$ cat config.mk
export PLATFORM = sky130hd
export DESIGN_NAME = tdm_frame_gen
export DESIGN_NICKNAME = d
export VERILOG_FILES = /design/src/rtl/tdmfr_pkg.sv /design/src/rtl/tdmfr_lfsr.sv /design/src/rtl/tdmfr_envcnt.sv /design/src/rtl/tdmfr_bitsel.sv /design/src/rtl/tdm_frame_gen.sv
export SDC_FILE = /design/constraint.sdc
export NUM_CORES = 1
export LEC_CHECK = 0
export CAP_MARGIN = 20
export CORE_ASPECT_RATIO = 1.2
export CORE_MARGIN = 2
export CORE_UTILIZATION = 60
export CTS_BUF_LIST = sky130_fd_sc_hd__clkbuf_8
export DETAILED_ROUTE_END_ITERATION = 16
export GPL_ROUTABILITY_DRIVEN = 1
export GPL_TIMING_DRIVEN = 0
export PLACE_DENSITY = 0.82
export SLEW_MARGIN = 20
export SYNTH_ARGS = -nofsm -noshare
export SYNTH_HDL_FRONTEND = slang
export SYNTH_SLANG_ARGS = --single-unit
export TNS_END_PERCENT = 100
$ cat constraint.sdc
create_clock -name clk_i -period 5.1 [get_ports clk_i]
set_input_delay 0.51 -clock clk_i [delete_from_list [all_inputs] [get_ports clk_i]]
set_output_delay 0.51 -clock clk_i [all_outputs]
set_load 0.005 [all_outputs]
$ cat src/rtl/tdmfr_pkg.sv
package tdmfr_pkg;

  typedef enum logic {
    FRM_LONG  = 1'b0,
    FRM_SHORT = 1'b1
  } frm_mode_e;

endpackage

$ cat src/rtl/tdmfr_lfsr.sv
module tdmfr_lfsr #(
  parameter int unsigned    DEG  = 7,
  parameter int unsigned    TAP  = 3,
  parameter logic [DEG-1:0] SEED = '1
) (
  input  logic clk_i,
  input  logic rst_ni,
  input  logic step_i,
  input  logic reload_i,
  output logic bit_o
);

  logic [DEG-1:0] state_q;

  function automatic logic [DEG-1:0] advance(input logic [DEG-1:0] s);
    return {s[DEG-2:0], s[DEG-1] ^ s[DEG-1-TAP]};
  endfunction

  // The oldest sequence element sits in the MSB. A reload restarts
  // the sequence, and element 0 is consumed by the opening envelope.
  always_ff @(posedge clk_i or negedge rst_ni) begin
    if (!rst_ni) begin
      state_q <= SEED;
    end else if (step_i) begin
      if (reload_i) state_q <= advance(SEED);
      else          state_q <= advance(state_q);
    end
  end

  assign bit_o = state_q[DEG-1];

endmodule

$ cat src/rtl/tdmfr_envcnt.sv
module tdmfr_envcnt
  import tdmfr_pkg::*;
#(
  parameter int unsigned LONG_LEN  = 80,
  parameter int unsigned SHORT_LEN = 20,
  parameter int unsigned GROUP_LEN = 10,
  parameter int unsigned GROUPS    = 8,
  parameter int unsigned IDX_W     = 7,
  parameter int unsigned SLOT_W    = 4,
  parameter int unsigned GRP_W     = 3
) (
  input  logic              clk_i,
  input  logic              rst_ni,
  input  logic              stb_i,
  input  logic              short_mode_i,
  output logic              wrap_o,
  output logic [IDX_W-1:0]  pos_o,
  output logic [IDX_W-1:0]  nxt_pos_o,
  output logic [SLOT_W-1:0] nxt_slot_o,
  output logic [GRP_W-1:0]  nxt_grp_o,
  output frm_mode_e         nxt_mode_o
);

  logic              first_q;
  logic [IDX_W-1:0]  pos_q;
  logic [SLOT_W-1:0] slot_q;
  logic [GRP_W-1:0]  grp_q;
  frm_mode_e         mode_q;
  logic [IDX_W-1:0]  last_pos;
  logic              slot_end;

  assign last_pos = (mode_q == FRM_SHORT) ? IDX_W'(SHORT_LEN - 1) : IDX_W'(LONG_LEN - 1);
  assign wrap_o   = first_q | (pos_q == last_pos);
  assign slot_end = (slot_q == SLOT_W'(GROUP_LEN - 1));

  always_comb begin
    if (wrap_o) begin
      nxt_pos_o  = '0;
      nxt_slot_o = '0;
      nxt_grp_o  = '0;
      nxt_mode_o = short_mode_i ? FRM_SHORT : FRM_LONG;
    end else begin
      nxt_pos_o  = pos_q + IDX_W'(1);
      nxt_slot_o = slot_end ? '0 : slot_q + SLOT_W'(1);
      nxt_grp_o  = slot_end ? grp_q + GRP_W'(1) : grp_q;
      nxt_mode_o = mode_q;
    end
  end

  always_ff @(posedge clk_i or negedge rst_ni) begin
    if (!rst_ni) begin
      first_q <= 1'b1;
      pos_q   <= '0;
      slot_q  <= '0;
      grp_q   <= '0;
      mode_q  <= FRM_LONG;
    end else if (stb_i) begin
      first_q <= 1'b0;
      pos_q   <= nxt_pos_o;
      slot_q  <= nxt_slot_o;
      grp_q   <= nxt_grp_o;
      mode_q  <= nxt_mode_o;
    end
  end

  assign pos_o = pos_q;

endmodule

$ cat src/rtl/tdmfr_bitsel.sv
module tdmfr_bitsel
  import tdmfr_pkg::*;
#(
  parameter int unsigned       GROUPS  = 8,
  parameter int unsigned       IDX_W   = 7,
  parameter int unsigned       SLOT_W  = 4,
  parameter int unsigned       GRP_W   = 3,
  parameter logic [GROUPS-2:0] HK_BITS = '0
) (
  input  logic [IDX_W-1:0]  pos_i,
  input  logic [SLOT_W-1:0] slot_i,
  input  logic [GRP_W-1:0]  grp_i,
  input  frm_mode_e         mode_i,
  input  logic              alarm_i,
  input  logic [1:0]        seq_bits_i,
  output logic              bit_o
);

  // Group 0 is the alarm slot, so the table is padded at index 0 position
  // by shifting: entry g-1 holds the bit of group g.
  localparam logic [GROUPS-1:0] HK_TABLE = {1'b1, HK_BITS};

  logic [GRP_W-1:0] hk_idx;
  assign hk_idx = grp_i - GRP_W'(1);

  always_comb begin
    if (pos_i == '0) begin
      bit_o = ~alarm_i;
    end else if (mode_i == FRM_LONG && slot_i == '0) begin
      bit_o = HK_TABLE[hk_idx];
    end else if (mode_i == FRM_LONG) begin
      bit_o = seq_bits_i[0];
    end else begin
      bit_o = seq_bits_i[1];
    end
  end

endmodule

$ cat src/rtl/tdm_frame_gen.sv
module tdm_frame_gen
  import tdmfr_pkg::*;
#(
  parameter int unsigned           LONG_GROUPS = 8,
  parameter int unsigned           GROUP_LEN   = 10,
  parameter int unsigned           SHORT_LEN   = 20,
  parameter int unsigned           LONG_DEG    = 7,
  parameter int unsigned           LONG_TAP    = 3,
  parameter logic [LONG_DEG-1:0]   LONG_SEED   = 7'b1001101,
  parameter int unsigned           SHORT_DEG   = 5,
  parameter int unsigned           SHORT_TAP   = 2,
  parameter logic [SHORT_DEG-1:0]  SHORT_SEED  = 5'b01110,
  parameter logic [LONG_GROUPS-2:0] HK_BITS    = 7'b0110011
) (
  input  logic       clk_i,
  input  logic       rst_ni,
  input  logic       env_stb_i,
  input  logic       short_mode_i,
  input  logic       alarm_i,
  output logic       fbit_o,
  output logic       frame_start_o,
  output logic [6:0] env_idx_o
);

  localparam int unsigned LONG_LEN = LONG_GROUPS * GROUP_LEN;
  localparam int unsigned IDX_W    = $clog2(LONG_LEN);
  localparam int unsigned SLOT_W   = $clog2(GROUP_LEN);
  localparam int unsigned GRP_W    = $clog2(LONG_GROUPS);

  logic              wrap;
  logic [IDX_W-1:0]  pos;
  logic [IDX_W-1:0]  nxt_pos;
  logic [SLOT_W-1:0] nxt_slot;
  logic [GRP_W-1:0]  nxt_grp;
  frm_mode_e         nxt_mode;
  logic [1:0]        seq_bits;
  logic              sel_bit;
  logic              fbit_q;

  tdmfr_envcnt #(
    .LONG_LEN (LONG_LEN),
    .SHORT_LEN(SHORT_LEN),
    .GROUP_LEN(GROUP_LEN),
    .GROUPS   (LONG_GROUPS),
    .IDX_W    (IDX_W),
    .SLOT_W   (SLOT_W),
    .GRP_W    (GRP_W)
  ) u_cnt (
    .clk_i       (clk_i),
    .rst_ni      (rst_ni),
    .stb_i       (env_stb_i),
    .short_mode_i(short_mode_i),
    .wrap_o      (wrap),
    .pos_o       (pos),
    .nxt_pos_o   (nxt_pos),
    .nxt_slot_o  (nxt_slot),
    .nxt_grp_o   (nxt_grp),
    .nxt_mode_o  (nxt_mode)
  );

  // One generator per frame length; index 0 long, index 1 short.
  for (genvar g = 0; g < 2; g++) begin : g_seq
    if (g == 0) begin : g_long
      tdmfr_lfsr #(.DEG(LONG_DEG), .TAP(LONG_TAP), .SEED(LONG_SEED)) u_lfsr (
        .clk_i   (clk_i),
        .rst_ni  (rst_ni),
        .step_i  (env_stb_i),
        .reload_i(wrap),
        .bit_o   (seq_bits[g])
      );
    end else begin : g_short
      tdmfr_lfsr #(.DEG(SHORT_DEG), .TAP(SHORT_TAP), .SEED(SHORT_SEED)) u_lfsr (
        .clk_i   (clk_i),
        .rst_ni  (rst_ni),
        .step_i  (env_stb_i),
        .reload_i(wrap),
        .bit_o   (seq_bits[g])
      );
    end
  end

  tdmfr_bitsel #(
    .GROUPS (LONG_GROUPS),
    .IDX_W  (IDX_W),
    .SLOT_W (SLOT_W),
    .GRP_W  (GRP_W),
    .HK_BITS(HK_BITS)
  ) u_sel (
    .pos_i     (nxt_pos),
    .slot_i    (nxt_slot),
    .grp_i     (nxt_grp),
    .mode_i    (nxt_mode),
    .alarm_i   (alarm_i),
    .seq_bits_i(seq_bits),
    .bit_o     (sel_bit)
  );

  always_ff @(posedge clk_i or negedge rst_ni) begin
    if (!rst_ni)        fbit_q <= 1'b1;
    else if (env_stb_i) fbit_q <= sel_bit;
  end

  assign fbit_o        = fbit_q;
  assign frame_start_o = env_stb_i & wrap;
  assign env_idx_o     = 7'(pos);

endmodule

### Word-level counts from Yosys, hierarchy flattened

Memory sizes are Yosys's and may differ from the RTL's.
Index checks and enable logic that the tools add are counted.

* multiplexer cells: 14
* div/mod/pow operators: 0
* equal/unequal tests: 2
* reduce and logical (&&, ||, !) cells: 3
* $lt $le $gt $ge: 1
* multipliers: 0
* add/subtract/negate cells: 4
* shift operators: 0
* bitwise gates (word level): 6

Operators with widths (number)
* $mux 7: 3
* $mux 4: 2
* $add 7x1->7 const B: 1
* $eq 7x7->1: 1
* $logic_not 7->1: 1
* $mux 1: 6
* $mux 3: 2
* $mux 5: 1
* $add 4x1->4 const B: 1
* $eq 4x4->1 const B: 1
* $logic_not 4->1: 1
* $lt 3x4->1 const B: 1
* $add 3x1->3 const B: 1
* $sub 3x1->3 const B: 1
* $not 1->1: 2
* $xor 1x1->1: 2
* $and 1x1->1: 1
* $logic_and 1x1->1: 1
* $or 1x1->1: 1

* bits in registers: 29
* input bits: 5
* output and inout bits: 9
* bits in latches: 0
* logic and storage cells: 39
* memories kept: 1
* bits in read-only memories: 8
* memory bits (writable): 0

Memory list
* (name not given): words 8, width 1, read ports 1, clocked after memory_dff 0, write ports 0, RTL line tdmfr_bitsel.sv:30 `bit_o = HK_TABLE[hk_idx];`

### Depth between registers and ports, before layout

* word-level depth: 9
* gate-level depth with buffers: 12
* depth with buffers taken out: 12

### Modules after synthesis

Synthesis repeated with hierarchy kept, for this count alone.

* cells, all modules: 185
* area total of the unflattened synthesis: 1729.2 um^2

By module, submodules not included
* tdmfr_envcnt: area each 1042.2 um^2, times used 1, seq. area each 401.6 um^2, cells each 117
* tdmfr_lfsr (g_seq[0].g_long.u_lfsr): area each 321.6 um^2, times used 1, seq. area each 180.2 um^2, cells each 30
* tdmfr_lfsr (g_seq[1].g_short.u_lfsr): area each 210.2 um^2, times used 1, seq. area each 128.9 um^2, cells each 21
* tdmfr_bitsel: area each 106.4 um^2, times used 1, seq. area each 0.0 um^2, cells each 14
* tdm_frame_gen: area each 48.8 um^2, times used 1, seq. area each 26.3 um^2, cells each 3

### Worst setup path before layout

Ideal clock, no wire load.

* kind: register -> register
* start point: reg u_cnt.pos_q[0] (netlist: u_cnt.pos_o[0])
* end point: reg fbit_q (netlist: fbit_o)
* setup time: 0.084 ns
* setup slack: 2.662 ns
* required time: 5.016 ns
* period minus slack after synthesis: 2.438 ns
* buffers on the path: 1
* cell stages (with the launch flop): 11
* arrival: 2.354 ns
* path through: dfrtp_1 > ha_1 > and4b_4 > or3_4 > buf_6 > a21oi_1 > inv_1 > ha_1 > xnor2_1 > mux2i_1 > o22ai_2

* word-level cells in the longest chain between the ends: 8
* elaborated cells between the ends (all ways): 17
* classes of those cells: add/sub: 2; eq/ne: 1; mux: 8; bitwise: 2; reduce/logical: 3; memory: 1

Ends and longest elaborated chain
* from (decl): RTL line tdmfr_envcnt.sv:25 `logic [IDX_W-1:0] pos_q;`
* from (signal assigned): RTL line tdmfr_envcnt.sv:59 `pos_q <= nxt_pos_o;`
* $eq 7x7->1: RTL line tdmfr_envcnt.sv:33 `assign wrap_o = first_q | (pos_q == last_pos);`
* $or 1x1->1: RTL line tdmfr_envcnt.sv:33
* $mux 3: RTL line tdmfr_envcnt.sv:37 `if (wrap_o) begin`
* via nxt_grp[1]: RTL line tdm_frame_gen.sv:34 `logic [GRP_W-1:0] nxt_grp;`
* $sub 3x1->3: RTL line tdmfr_bitsel.sv:24 `assign hk_idx = grp_i - GRP_W'(1);`
* $mem_v2 8x1
* $mux 1 (implied by the code): RTL line tdmfr_bitsel.sv:30
* $mux 1: RTL line tdmfr_bitsel.sv:29 `end else if (mode_i == FRM_LONG && slot_i == '0) begin`
* $mux 1: RTL line tdmfr_bitsel.sv:27 `if (pos_i == '0) begin`
* to (signal assigned): RTL line tdm_frame_gen.sv:100 `else if (env_stb_i) fbit_q <= sel_bit;`
* to (decl): RTL line tdm_frame_gen.sv:38 `logic fbit_q;`

The timed path passes the listed nets, and every way through them passes these cells. The select of a mux whose other input is x is not followed.
A chain may end at the register's enable or synchronous reset.

### Worst setup path in the final report

* start point: reg u_cnt.pos_q[0] (netlist: u_cnt.pos_o[0])
* end point: out frame_start_o

* word-level cells in the longest chain between the ends: 3

Ends and longest elaborated chain
* $eq 7x7->1: RTL line tdmfr_envcnt.sv:33
* $or 1x1->1: RTL line tdmfr_envcnt.sv:33
* $and 1x1->1: RTL line tdm_frame_gen.sv:104 `assign frame_start_o = env_stb_i & wrap;`
* to (decl): RTL line tdm_frame_gen.sv:21 `output logic frame_start_o,`

No other way between the ends.

==> flow_summary.toml <==
[logic_synthesis]
syn_area_um2 = 1720
yosys_warnings = 0
synth_top_area_share_pct = 29.2
ys_seq_area_share_pct = 43.0
synth_most_common_cell = "dfrtp_1"
ys_top_cells_by_count = "20 x dfrtp_1, 18 x nor2_1, 16 x o21ai_0"
synth.area.top_cells = "dfrtp_1 29%, dfstp_2 14%, o21ai_0 4.7%, ha_1 4.4%, xnor2_1 4.1%"
async_flop_share_pct = 100
syn_inst = 180
ys_ff_latch = 29
ys_types = 44
syn_nets = 191
synth_edf_count = 0
avgSynthCellArea_um2 = 9.53
yosys.area.top_type = "dfrtp_1"
ys.flop_type = "dfrtp_1"

[power_and_ir_drop]
p_leak_nw = 0.855
pwr-share-clk_pct = 26.0
pwr-share-seq_pct = 38.2
p_sw_share_pct = 34.2
internal-power_mw = 0.630
finalPower_mw = 0.957
peakVddDrop_mv = 0.365
switchingPower_mw = 0.327
power.density_nw_per_um2 = 478
pwr-share-comb_pct = 35.8

[critical_path]
cp_max_fo = 7
rr_endpoint = "fbit_o"
slowest_delay_ps = 490
path_cells = "ha_1 -> nand3_2 -> nor4_4 -> or3_4 -> and2_2 -> clkdlybuf4s50_1"
r2r_cells = 10
critPathRequiredTime_ps = 4590
cpMaxStageDelayCell = "clkdlybuf4s50_1"
cp.depth = 6
r2r_start = "u_cnt.pos_o[0]"
critPathBufInv = 1
worst-setup-path-type = "flop to output pin"
crit_arrival_ps = 2560
ff2ff_setup_slack_ps = 2400
start_kind = "flop"
crit_path_end_kind = "output pin"
worstSetupEndpoint = "frame_start_o"
critPathLaunch = "u_cnt.pos_o[0]"
critPathTopFamily = "simple AND/OR/NAND/NOR gates"

[floorplanning]
die_y_um = 62.6
die_w_um = 52.8
initial_core_util_pct = 62.2
coreArea_um2 = 2760
floorplan.rows = 21
dieArea_um2 = 3300
io_pins = 14

[cts]
cts_buffers = 5
clk_pin_slew_worst_paths_ps = 70
cts_buffer_depth = 2
hold_buffers = 0
postCtsSetupBuffers = 0
ctsResizeCount = 0
cts_sinks = 29
cts_tree = "done"
root_buffer = "clkbuf_8"
worstSkewPairLatency_ps = 290
htreeDepth = 2

[sta]
slew_viol_final = 0
finalSetupViolCount = 0
post-route-period-util_pct = 60.1
hold_viol_final = 0
timing.fmax_mhz = 326
fin_crit_ps = 3070
relSlewSlack_pct = 56.2
skew_ps = 5.52
worst_slew_pin_slew_ps = 657
final.setup.tns_ps = 0
grt_setup_unrepaired = "false"

[route]
drc = 0
routedWlPerCell_um = 16.6
routed_wl_mm = 3.89
drtIter0Drc = 50
vias_per_cell = 5.94
first_pass_iters = 4
vias = 1396
ant_nets = 0

[grt]
grt_pass1_wl_mm = 6.48
met1_usage_pct = 33.3
top_usage_layer = "met2"
grt_use_total_pct = 26.6
antenna_found_initial = 0
first_global_vias = 1389
globalRouteMet2Util_pct = 43.6
grtUsageMet3_pct = 6.70
grt_overflow_total = 0
grt_max_degree = 30

[layout]
areaGrowthSynthToFinish_pct = 16.6
antennaDiodeCount = 0
nNetsFinal = 211
drive_gt1_share_pct = 17.4

[placement]
hpwl_mm = 2.68
place_congestion = 0.854
io_buffers = 13

[outcome]
status = "completed"

[hold_path]
hp-class = "input pin to async pin"

[job]
drv_cap = 0
layout make-up:
class	instances	area [um^2]
clock inverters	2	33.8
flip-flops and latches	29	737
multi-input cells	126	855
plain buffers	10	67.6
inverters	15	56.3
well taps	34	42.5
fillers	209	759
repair buffers	13	125
clock buffers	6	82.6
cells in the final DEF (no fill, tap or decap), types with 3 or more instances in the layout:
master	Yosys	layout
a21oi_1	5	5
a31oi_1	6	6
buf_6	3	3
clkbuf_1	4	4
clkbuf_8	0	6
clkdlybuf4s50_1	0	12
dfrtp_1	20	20
dfstp_2	9	9
ha_1	6	6
inv_1	15	16
mux2_2	3	3
nand2_1	11	11
nand3_1	12	12
nor2_1	18	18
nor3_1	4	4
o21ai_0	16	16
o31ai_1	5	5
xnor2_1	8	8
power by group through the flow:
stage	Clock, mW	Sequential, mW	Combinational [mW]
after global routing	0.261	0.373	0.384
after global placement	0	0.361	0.324
final	0.249	0.365	0.343
after detailed placement	0	0.367	0.341
after CTS	0.254	0.364	0.346
after floorplan	0	0.355	0.243
per-stage QoR:
step	utilization [%]	worst slack [ps]	cell area, um^2	cells	hold slack, ps
2_1_floorplan	-	2660	1720	180	214
3_3_place_gp	68.4	2420	1890	227	463
3_5_place_dp	68.3	2410	1880	227	480
4_1_cts	72.5	2060	2000	235	267
5_1_grt	72.5	1920	2000	235	294
6_report	72.5	2030	2000	235	246
sequential cells by signal, indices dropped and copies added, names as in the netlist:
register / cells
u_cnt.pos_o: 7
g_seq.g_long.u_lfsr.state_q: 7
g_seq.g_short.u_lfsr.state_q: 5
fbit_o: 1
u_cnt.first_q: 1
u_cnt.mode_q: 1
u_cnt.slot_q: 4
u_cnt.grp_q: 3
cells by family after synthesis:
group | synth area share [%]
xor gates and xnor gates | 5.11
buffers and inverters | 7.22
and+or+nand+nor | 21.6
adders and majority gates | 4.38
muxes | 3.14
DFF | 43.0
AOI/OAI and AO/OA | 15.6
worst register-to-register path, stage by stage (launching register included):
cell and delay (ps):
dfrtp_1 450, ha_1 340, and4b_4 260, or3_4 390
buf_6 160, a21oi_1 220, inv_1 80, ha_1 190
xnor2_1 190, mux2i_1 240, o22ai_2 110
worst min path at each step:
stage,from,end
6_report,rst_ni,u_cnt.mode_q
5_1_grt,rst_ni,g_seq[0].g_long.u_lfsr.state_q[5]
3_5_place_dp,g_seq[0].g_long.u_lfsr.state_q[2],g_seq[0].g_long.u_lfsr.state_q[3]
3_3_place_gp,g_seq[1].g_short.u_lfsr.state_q[1],g_seq[1].g_short.u_lfsr.state_q[2]
2_1_floorplan,rst_ni,g_seq[0].g_long.u_lfsr.state_q[1]
4_1_cts,rst_ni,g_seq[0].g_long.u_lfsr.state_q[1]
routing by layer:
| layer | vias to the layer above | wire length, um |
|---|---|---|
| met5 | - | 0 |
| li1 | 669 | - |
| met4 | 0 | 46 |
| met2 | 39 | 2010 |
| met1 | 681 | 1660 |
| met3 | 7 | 176 |
No activity file was read; power rests on OpenSTA's default activity.
